$ cat config.mk
export PLATFORM = sky130hd
export DESIGN_NAME = wavemem_ctrl
export DESIGN_NICKNAME = d
export VERILOG_FILES = /design/src/rtl/wavemem_pkg.sv /design/src/rtl/wm_sync_edge.sv /design/src/rtl/wm_addr_ctr.sv /design/src/rtl/wm_bus_ctrl.sv /design/src/rtl/wavemem_ctrl.sv
export SDC_FILE = /design/constraint.sdc
export NUM_CORES = 1
export LEC_CHECK = 0
export ABC_AREA = 1
export BUFFER_PORTS_ARGS = -buffer_cell sky130_fd_sc_hd__buf_4
export CORE_ASPECT_RATIO = 0.7
export CORE_MARGIN = 10
export CORE_UTILIZATION = 48
export DETAILED_ROUTE_END_ITERATION = 8
export PLACE_DENSITY_LB_ADDON = 0.25
export SLEW_MARGIN = 15
export SYNTH_ARGS = -nofsm -noshare
export SYNTH_HDL_FRONTEND = slang
export SYNTH_SLANG_ARGS = --single-unit
export TNS_END_PERCENT = 30
$ cat constraint.sdc
create_clock -name clk_i -period 2.8 [get_ports clk_i]
set_clock_uncertainty 0.1 [all_clocks]
set_input_delay 0.42 -clock clk_i [delete_from_list [all_inputs] [get_ports clk_i]]
set_output_delay 0.42 -clock clk_i [all_outputs]
set_load 0.01 [all_outputs]
$ cat src/rtl/wavemem_pkg.sv
package wavemem_pkg;
  typedef enum logic {
    MODE_STEP = 1'b0,
    MODE_FAST = 1'b1
  } inc_mode_e;
endpackage

$ cat src/rtl/wm_sync_edge.sv
module wm_sync_edge #(
  parameter int STAGES = 2
) (
  input  logic clk_i,
  input  logic rst_ni,
  input  logic async_i,
  output logic level_o,
  output logic rise_o
);
  logic [STAGES-1:0] sync_q;
  logic              prev_q;

  generate
    for (genvar s = 0; s < STAGES; s++) begin : g_stage
      always_ff @(posedge clk_i or negedge rst_ni) begin
        if (!rst_ni) sync_q[s] <= 1'b0;
        else if (s == 0) sync_q[s] <= async_i;
        else sync_q[s] <= sync_q[(s == 0) ? 0 : s-1];
      end
    end
  endgenerate

  always_ff @(posedge clk_i or negedge rst_ni) begin
    if (!rst_ni) prev_q <= 1'b0;
    else prev_q <= sync_q[STAGES-1];
  end

  assign level_o = sync_q[STAGES-1];
  assign rise_o  = sync_q[STAGES-1] & ~prev_q;

  AST_PULSE_SINGLE: assert property (@(posedge clk_i) disable iff (!rst_ni)
    rise_o |=> !rise_o);
endmodule

$ cat src/rtl/wm_addr_ctr.sv
module wm_addr_ctr #(
  parameter int ADDR_W = 13
) (
  input  logic              clk_i,
  input  logic              rst_ni,
  input  logic              clr_i,
  input  logic              inc_i,
  output logic [ADDR_W-1:0] addr_o
);
  logic [ADDR_W-1:0] addr_q;

  // clear wins over increment; natural wrap at all-ones
  always_ff @(posedge clk_i or negedge rst_ni) begin
    if (!rst_ni)    addr_q <= '0;
    else if (clr_i) addr_q <= '0;
    else if (inc_i) addr_q <= addr_q + 1'b1;
  end

  assign addr_o = addr_q;

  AST_CLR_PRIO: assert property (@(posedge clk_i) disable iff (!rst_ni)
    clr_i |=> addr_o == '0);
  AST_WRAP_ZERO: assert property (@(posedge clk_i) disable iff (!rst_ni)
    (inc_i && !clr_i && addr_o == '1) |=> addr_o == '0);
  AST_IDLE_HOLD: assert property (@(posedge clk_i) disable iff (!rst_ni)
    (!inc_i && !clr_i) |=> $stable(addr_o));
endmodule

$ cat src/rtl/wm_bus_ctrl.sv
module wm_bus_ctrl #(
  parameter int WORD_W = 16,
  parameter int DAC_W  = 12
) (
  input  logic              clk_i,
  input  logic              rst_ni,
  input  logic              fast_sel_i,
  input  logic              wr_req_i,
  input  logic              rd_req_i,
  input  logic [WORD_W-1:0] host_data_i,
  input  logic [WORD_W-1:0] sram_rdata_i,
  output logic [WORD_W-1:0] sram_wdata_o,
  output logic              sram_wdata_oe_o,
  output logic              sram_we_no,
  output logic              sram_oe_no,
  output logic [DAC_W-1:0]  dac_data_o
);
  logic             wr_open;
  logic             rd_open;
  logic [DAC_W-1:0] dac_q;

  assign wr_open = wr_req_i & ~fast_sel_i;
  assign rd_open = rd_req_i & ~wr_open;

  assign sram_wdata_o    = host_data_i;
  assign sram_wdata_oe_o = wr_open;
  assign sram_we_no      = ~wr_open;
  assign sram_oe_no      = ~rd_open;

  always_ff @(posedge clk_i or negedge rst_ni) begin
    if (!rst_ni)      dac_q <= '0;
    else if (rd_open) dac_q <= sram_rdata_i[DAC_W-1:0];
  end

  assign dac_data_o = dac_q;

  AST_BUS_EXCL: assert property (@(posedge clk_i) disable iff (!rst_ni)
    !(sram_wdata_oe_o && !sram_oe_no));
  AST_WE_LOAD_ONLY: assert property (@(posedge clk_i) disable iff (!rst_ni)
    fast_sel_i |-> sram_we_no);
  AST_DAC_LATCH: assert property (@(posedge clk_i) disable iff (!rst_ni)
    !sram_oe_no |=> dac_data_o == $past(sram_rdata_i[DAC_W-1:0]));
  AST_DAC_HOLD: assert property (@(posedge clk_i) disable iff (!rst_ni)
    sram_oe_no |=> $stable(dac_data_o));
endmodule

$ cat src/rtl/wavemem_ctrl.sv
module wavemem_ctrl
  import wavemem_pkg::*;
#(
  parameter int ADDR_W      = 13,
  parameter int WORD_W      = 16,
  parameter int DAC_W       = 12,
  parameter int SYNC_STAGES = 2
) (
  input  logic              clk_i,
  input  logic              rst_ni,
  input  logic              mode_i,
  input  logic              ctr_clr_i,
  input  logic              sw_step_i,
  input  logic              host_wr_i,
  input  logic              play_en_i,
  input  logic [WORD_W-1:0] host_data_i,
  output logic [ADDR_W-1:0] sram_addr_o,
  output logic [WORD_W-1:0] sram_dq_o,
  output logic              sram_dq_oe_o,
  input  logic [WORD_W-1:0] sram_dq_i,
  output logic              sram_we_no,
  output logic              sram_oe_no,
  output logic [DAC_W-1:0]  dac_data_o
);
  inc_mode_e mode;
  logic      step_pulse;
  logic      step_level;
  logic      wr_level;
  logic      wr_rise;
  logic      ctr_inc;

  assign mode = inc_mode_e'(mode_i);

  wm_sync_edge #(.STAGES(SYNC_STAGES)) u_step_sync (
    .clk_i   (clk_i),
    .rst_ni  (rst_ni),
    .async_i (sw_step_i),
    .level_o (step_level),
    .rise_o  (step_pulse)
  );

  wm_sync_edge #(.STAGES(SYNC_STAGES)) u_wr_sync (
    .clk_i   (clk_i),
    .rst_ni  (rst_ni),
    .async_i (host_wr_i),
    .level_o (wr_level),
    .rise_o  (wr_rise)
  );

  assign ctr_inc = (mode == MODE_FAST) ? 1'b1 : step_pulse;

  wm_addr_ctr #(.ADDR_W(ADDR_W)) u_ctr (
    .clk_i  (clk_i),
    .rst_ni (rst_ni),
    .clr_i  (ctr_clr_i),
    .inc_i  (ctr_inc),
    .addr_o (sram_addr_o)
  );

  wm_bus_ctrl #(.WORD_W(WORD_W), .DAC_W(DAC_W)) u_bus (
    .clk_i           (clk_i),
    .rst_ni          (rst_ni),
    .fast_sel_i      (mode == MODE_FAST),
    .wr_req_i        (wr_level),
    .rd_req_i        (play_en_i),
    .host_data_i     (host_data_i),
    .sram_rdata_i    (sram_dq_i),
    .sram_wdata_o    (sram_dq_o),
    .sram_wdata_oe_o (sram_dq_oe_o),
    .sram_we_no      (sram_we_no),
    .sram_oe_no      (sram_oe_no),
    .dac_data_o      (dac_data_o)
  );

  logic unused_sync;
  assign unused_sync = step_level ^ wr_rise;

  AST_FAST_STEP: assert property (@(posedge clk_i) disable iff (!rst_ni)
    (mode_i && !ctr_clr_i) |=> sram_addr_o == $past(sram_addr_o) + 1'b1);
endmodule

==> flow_metrics.py, run 1 <==
metrics = {
    "run_status": {
        "status": "complete, no violations",
    },
    "critical_path": {
        "worstSetupPathType": "reg -> out",
        "crit_path_end_kind": "primary output",
        "arrival_ns": 1.25,
        "cp.required_ns": 2.28,
        "crit_path_start_kind": "flip-flop",
        "worstPathMaxFanout": 13,
    },
    "min_path": {
        "hold_path_class": "in -> reg",
    },
    "die": {
        "start_util_pct": 49.64,
        "core_mm2": 0.003105,
        "design.die.area_mm2": 0.005914,
        "die_x_um": 87.73,
        "rows": 17,
        "io-pin-count": 83,
        "die_y_um": 67.41,
    },
    "sta": {
        "final_min_period_over_clock_period_pct": 63.39,
        "max_freq_mhz": 563.4,
        "timing.final.ws_setup_ns": 1.025,
        "period_minus_slack_ns": 1.775,
        "slew_viol_final": 0,
        "setup_viol": 0,
        "tns_ns": 0,
        "worst_pin_slew_ns": 0.4054,
        "slew_headroom_pct": 72.88,
        "rsz0062_at_grt": "no",
        "hold_viol_final": 0,
        "hold_slack_ns": 0.1433,
    },
    "synthesis": {
        "avgSynthCellArea_um2": 9.399,
        "synth_area_mm2": 0.001541,
        "synth-compound-area-share_pct": 2.841,
        "syn-num-nets": 204,
        "synth_cell_types": 23,
        "synth_adder_area_share_pct": 0.8117,
        "synthSimpleGateAreaFrac_pct": 21.83,
        "ys_seq_elements": 30,
        "synth_xor_area_share_pct": 0,
        "yosysSeqAreaShare_pct": 48.70,
        "muxShareOfSynthArea_pct": 10.96,
        "syn_inst": 164,
        "synth_warnings": 0,
        "synth_top_family_by_area": "simple AND/OR/NAND/NOR gates",
    },
    "placed_design": {
        "gp_congestion": 0.8244,
        "port_buffers": 46,
        "dp_worst_setup_slack_ns": 1.077,
        "dp_hpwl_mm": 2.643,
        "place_inst": 229,
    },
    "cts": {
        "worst_skew_pair.late_latency_ns": 0.29,
        "postCtsSetupRepairBufs": 0,
        "clockBufferDepth": 2,
        "cts_buffers": 5,
        "cts-root-buf": "clkbuf_8",
        "cts_sinks": 30,
        "clk_pin_slew_ns": 0.06,
        "cts_tree": "yes",
        "htree_levels": 2,
        "cts_resized": 0,
    },
    "global_route": {
        "antenna_found_initial": 0,
        "grt_usage_pct": 12.01,
        "grt_pass1_vias": 1242,
        "grt_pass1_wl_mm": 5.526,
        "grt_max_degree": 31,
        "overflow": 0,
    },
    "route": {
        "drc": 0,
        "drtAntennaViolNets": 0,
        "viasPerCell": 4.916,
        "drt-initial-drc-count": 49,
        "firstDrtPassIters": 4,
        "vias": 1170,
        "wl_mm": 3.405,
        "post_drt_wl_per_cell_um": 14.31,
    },
    "pwr": {
        "p_leak_uw": 0.0009750,
        "vdd_ir_drop_max_mv": 0.3550,
        "powerDensity_mw_per_mm2": 528.9,
        "clockPowerShare_pct": 36.0,
        "p_sw_share_pct": 24.73,
        "seq_power_share_pct": 48.5,
        "p_int_uw": 749.2,
        "switching_power_uw": 246.1,
        "p_comb_share_pct": 15.4,
    },
    "final_layout": {
        "n_fill_cell": 266,
        "seq_area_um2": 750.7,
        "drive_gt1_share_pct": 37.00,
        "n_antenna_cell": 0,
        "stdcell_count": 238,
        "multi_input_area_um2": 561.8,
        "area_delta_synth_final_pct": 22.08,
        "nets": 239,
        "final_core_util_pct": 60.60,
    },
    "job": {
        "drv_cap": 0,
    },
}
-- cells by family (layout without fill, tap and decap cells) --
family / after synthesis / after routing
AND/OR/NAND/NOR: 74 / 74
buffers and inverters: 39 / 75
flip-flops: 30 / 30
multiplexers: 12 / 12
AO/OA/AOI/OAI: 8 / 8
adder cells (fa/ha/maj): 1 / 1
-- worst paths after layout --
path / start / to / slack, ns / cells past startpoint
min: sw_step_i / u_step_sync.sync_q[0] / 0.14 / 1
max in group asynchronous: rst_ni / u_ctr.addr_o[1] / 1.83 / 2
max: u_wr_sync.level_o / sram_oe_no / 1.03 / 3
min reg2reg: u_wr_sync.sync_q[0] / u_wr_sync.level_o / 0.26 / 0
min in group asynchronous: rst_ni / u_ctr.addr_o[8] / 0.49 / 2
max reg2reg: u_ctr.addr_o[1] / u_ctr.addr_o[6] / 1.30 / 6
-- area by class of cell --
class | instances | share of cell area [%]
Sequential cell | 30 | 39.89
Multi-Input combinational cell | 95 | 29.85
Timing Repair Buffer | 47 | 18.88
Clock buffer | 7 | 4.588
Tap cell | 38 | 2.527
Clock inverter | 1 | 0.2660
Inverter | 20 | 3.989
-- state kept, by name (all words and copies together), names as in the netlist --
signal               cells
u_wr_sync.sync_q         1
u_step_sync.level_o      1
u_bus.dac_data_o        12
u_wr_sync.level_o        1
u_step_sync.prev_q       1
u_ctr.addr_o            13
u_step_sync.sync_q       1
-- per-stage QoR --
step                      instance area [µm²]  total power [µW]
after floorplan                          1541             586.3
after global placement                   1780             640.4
after detailed placement                 1780             646.4
after CTS                                1882              1008
after global routing                     1882              1043
final                                    1882             995.3
-- synth_stat cells, drive strengths merged --
| cell type | n | share of area (%) |
|---|---|---|
| nand3 | 6 | 1.9 |
| ha | 1 | 0.81 |
| mux2 | 12 | 11 |
| buf | 19 | 10 |
| o21ai | 4 | 1.3 |
| inv | 20 | 4.9 |
| nor3 | 3 | 0.97 |
| dfrtp | 30 | 49 |
| nor2 | 21 | 5.8 |
| and3 | 2 | 0.81 |
| nand3b | 2 | 0.97 |
| nand2 | 37 | 10 |
| nand4 | 3 | 1.2 |
| a21oi | 4 | 1.5 |
-- worst max-delay path, stage by stage (launching register included) --
cell,delay [ns]
dfrtp_1,0.40
nand2_4,0.08
nand2_2,0.24
buf_4,0.25
-- power by group through the flow --
stage                     clock network, µW  registers (µW)  logic [µW]
after global routing                    388             487         168
after global placement                    0             489         152
final                                   359             483         153
after detailed placement                  0             491         156
after CTS                               368             483         157
after floorplan                           0             501        85.8
-- placed cells by master (no fill, tap or decap), drive strengths merged --
cell	Yosys	layout
nor3	3	3
clkinv	0	1
dfrtp	30	30
nand3b	2	2
o21ai	4	4
a21oi	4	4
nand3	6	6
nor2	21	21
nand4	3	3
dlygate4sd3	0	1
buf	19	46
ha	1	1
inv	20	20
mux2	12	12
clkbuf	0	7
and3	2	2
nand2	37	37
-- timing repair --
action | CTS | global route
endpoints found under the hold margin | 30 | 0
setup endpoints to repair | 0 | 0
hold buffers | 1 | 0
-- metal layers --
metal  track usage, %  part of all wire (%)  wire (µm)  vias up
li1                 -                     -          -      568
met2            18.39                    47       1587       38
met4            8.333                   2.4         81        0
met5                0                     0          0        -
met1            12.68                    40       1363      542
met3            6.370                    11        373       22
Power figures use the tool's default switching activity.
==> inputs of run 2 (changes only) <==
ABC_AREA = 0   (was 1)
CORE_UTILIZATION = 42   (was 48)
clock period = 1.7 ns   (was 2.8 ns; I/O delays follow)
==> flow_metrics.py, run 2 <==
metrics = {
    "final_layout": {
        "mostFrequentLayoutCells": "buf_4 (50), dfrtp_1 (30), mux2_2 (12)",
        "n_antenna_cell": 0,
        "n_fill_cell": 277,
        "nets": 195,
        "drive_gt1_share_pct": 48.39,
        "area_delta_synth_final_pct": 28.79,
        "final_common_cell": "buf_4",
        "final_core_util_pct": 56.36,
        "largest_register_ffs": 13,
    },
    "die": {
        "io-pin-count": 83,
        "rows": 17,
        "die_x_um": 88.45,
        "die_y_um": 67.92,
        "core_mm2": 0.003148,
        "start_util_pct": 43.76,
        "design.die.area_mm2": 0.006007,
    },
    "sta": {
        "hold_slack_ns": 0.1057,
        "worst_pin_slew_ns": 0.3677,
        "setup_viol": 0,
        "final_min_period_over_clock_period_pct": 93.89,
        "slew_headroom_pct": 75.49,
        "max_freq_mhz": 626.5,
        "slew_viol_final": 0,
        "period_minus_slack_ns": 1.596,
        "hold_viol_final": 0,
    },
    "pwr": {
        "p_int_uw": 1173,
        "p_comb_share_pct": 15.3,
        "seq_power_share_pct": 51.0,
        "p_sw_share_pct": 24.60,
        "p_leak_uw": 0.0008576,
        "switching_power_uw": 382.6,
        "powerDensity_mw_per_mm2": 876.7,
        "clockPowerShare_pct": 33.8,
        "vdd_ir_drop_max_mv": 0.3606,
    },
    "cts": {
        "worst_skew_pair.late_latency_ns": 0.28,
        "htree_levels": 2,
        "postCtsSetupRepairBufs": 0,
        "cts-root-buf": "clkbuf_8",
        "cts_sinks": 30,
        "cts_tree": "yes",
        "cts_buffers": 5,
        "clockBufferDepth": 2,
        "clk_pin_slew_ns": 0.06,
    },
    "synthesis": {
        "synth_edf_count": 0,
        "yosysSeqAreaShare_pct": 54.50,
        "ys_seq_elements": 30,
        "synth_top_area_share_pct": 54.50,
        "yosysTopAreaCell": "dfrtp_1",
        "synth_area_mm2": 0.001378,
        "synth_cell_types": 26,
        "synthFlopType": "dfrtp_1",
        "syn-num-nets": 155,
        "synth_warnings": 0,
        "synth_common_cells": "dfrtp_1 (30), buf_4 (17), mux2_2 (12)",
        "syn_inst": 115,
        "ys_top_cells_by_area": "dfrtp_1 (54%), mux2_2 (9.8%), buf_4 (9.3%)",
        "yosysMostFrequentCell": "dfrtp_1",
        "synth_async_sr_flop_share_pct": 100.0,
        "avgSynthCellArea_um2": 11.98,
    },
    "route": {
        "post_drt_wl_per_cell_um": 16.26,
        "drt-initial-drc-count": 39,
        "drtAntennaViolNets": 0,
        "wl_mm": 3.138,
        "firstDrtPassIters": 4,
        "viasPerCell": 5.161,
        "drc": 0,
        "vias": 996,
    },
    "critical_path": {
        "cp.required_ns": 1.80,
        "arrival_ns": 1.70,
        "crit_path_end_kind": "flip-flop",
        "worstRegToRegCells": 4,
        "worstPathMaxFanout": 4,
        "crit_path_start_kind": "flip-flop",
        "timing.rr.start": "u_ctr.addr_o[0]",
        "reg2reg_to": "u_ctr.addr_o[12]",
        "r2r_slack_ns": 0.10,
        "crit_path_max_incr_delay_ns": 0.48,
        "crit_slowest_cell": "or4_1",
        "worstSetupPathType": "reg -> reg",
        "crit_path_cell_trace": "ha_1, o2111ai_1, or4_1, a21oi_1",
    },
    "placed_design": {
        "dp_hpwl_mm": 2.396,
        "gp_congestion": 0.7274,
        "port_buffers": 46,
    },
    "min_path": {
        "whs_endpoint": "u_bus.dac_data_o[6]",
        "hold_path_class": "in -> reg",
        "hold_start": "sram_dq_i[6]",
        "whs_path_depth": 2,
    },
    "job": {
        "drv_cap": 0,
    },
    "global_route": {
        "grt_pass1_vias": 1011,
        "antenna_found_initial": 0,
        "grt_pass1_wl_mm": 4.981,
        "grt_max_degree": 31,
        "grt_usage_pct": 10.93,
        "overflow": 0,
    },
    "run_status": {
        "status": "complete, no violations",
    },
}
run 2: worst max-delay path by stage:
| stage | start | end | slack [ns] |
|---|---|---|---|
| 6_report | u_ctr.addr_o[0] | u_ctr.addr_o[12] | 0.10 |
| 3_5_place_dp | u_ctr.addr_o[0] | u_ctr.addr_o[11] | 0.07 |
| 3_3_place_gp | u_ctr.addr_o[0] | u_ctr.addr_o[11] | 0.13 |
| 2_1_floorplan | u_ctr.addr_o[3] | u_ctr.addr_o[12] | 0.15 |
| 4_1_cts | u_ctr.addr_o[0] | u_ctr.addr_o[11] | 0.06 |
| 5_1_grt | u_ctr.addr_o[0] | u_ctr.addr_o[11] | -0.009 |
run 2: critical path, delay by kind of cell (launching register included):
kind / cells / cell delay (ns)
simple gates: 1 / 0.48
flops: 1 / 0.42
compound gates: 2 / 0.30
fa+ha+maj: 1 / 0.22
run 2: timing repair:
action,4_1_cts,5_1_grt
endpoints found under the hold margin,32,0
endpoints found under the setup margin,0,2
resized for setup,0,2
hold buffers,3,0
run 2: area by class of cell:
type | instances | area [µm²] | area share [%]
inverter | 2 | 7.507 | 0.4231
sequential | 30 | 750.7 | 42.31
tap | 38 | 47.55 | 2.680
multi-input combinational | 63 | 484.2 | 27.29
clock buffer | 5 | 68.82 | 3.879
clock inverter | 2 | 10.01 | 0.5642
timing repair buffer | 53 | 405.4 | 22.85
run 2: power by group through the flow:
stage                     logic [µW]  clock network (µW)  registers (µW)
after floorplan                  111                   0             824
after global placement           233                   0             802
after detailed placement         237                   0             806
after CTS                        244                 541             793
after global routing             259                 582             800
final                            237                 525             793
run 2: routing by layer:
metal | up-vias | share of wire (%) | track usage (%)
li1 | 464 | - | -
met1 | 484 | 40 | 12.19
met2 | 31 | 50 | 16.96
met3 | 17 | 6.3 | 3.915
met4 | 0 | 3.0 | 8.635
met5 | - | 0 | 0
run 2: metrics by stage:
| stage | setup slack [ns] | area (µm²) | total power [µW] | cells | TNS [ns] |
|---|---|---|---|---|---|
| 2_1_floorplan | 0.1516 | 1378 | 935.2 | 115 | 0 |
| 3_3_place_gp | 0.1298 | 1659 | 1035 | 183 | 0 |
| 3_5_place_dp | 0.07263 | 1659 | 1043 | 183 | 0 |
| 4_1_cts | 0.05610 | 1768 | 1578 | 193 | 0 |
| 5_1_grt | -0.009298 | 1774 | 1641 | 193 | -0.009298 |
| 6_report | 0.1039 | 1774 | 1555 | 193 | 0 |
run 2: cells by family after synthesis:
kind of cell	Yosys count	synth area share [%]
muxes	12	9.809
buffers and inverters	22	10.81
AOI/OAI and AO/OA	19	8.628
and+or+nand+nor	23	10.26
DFF	30	54.50
xor gates and xnor gates	8	5.086
adders and majority gates	1	0.9081
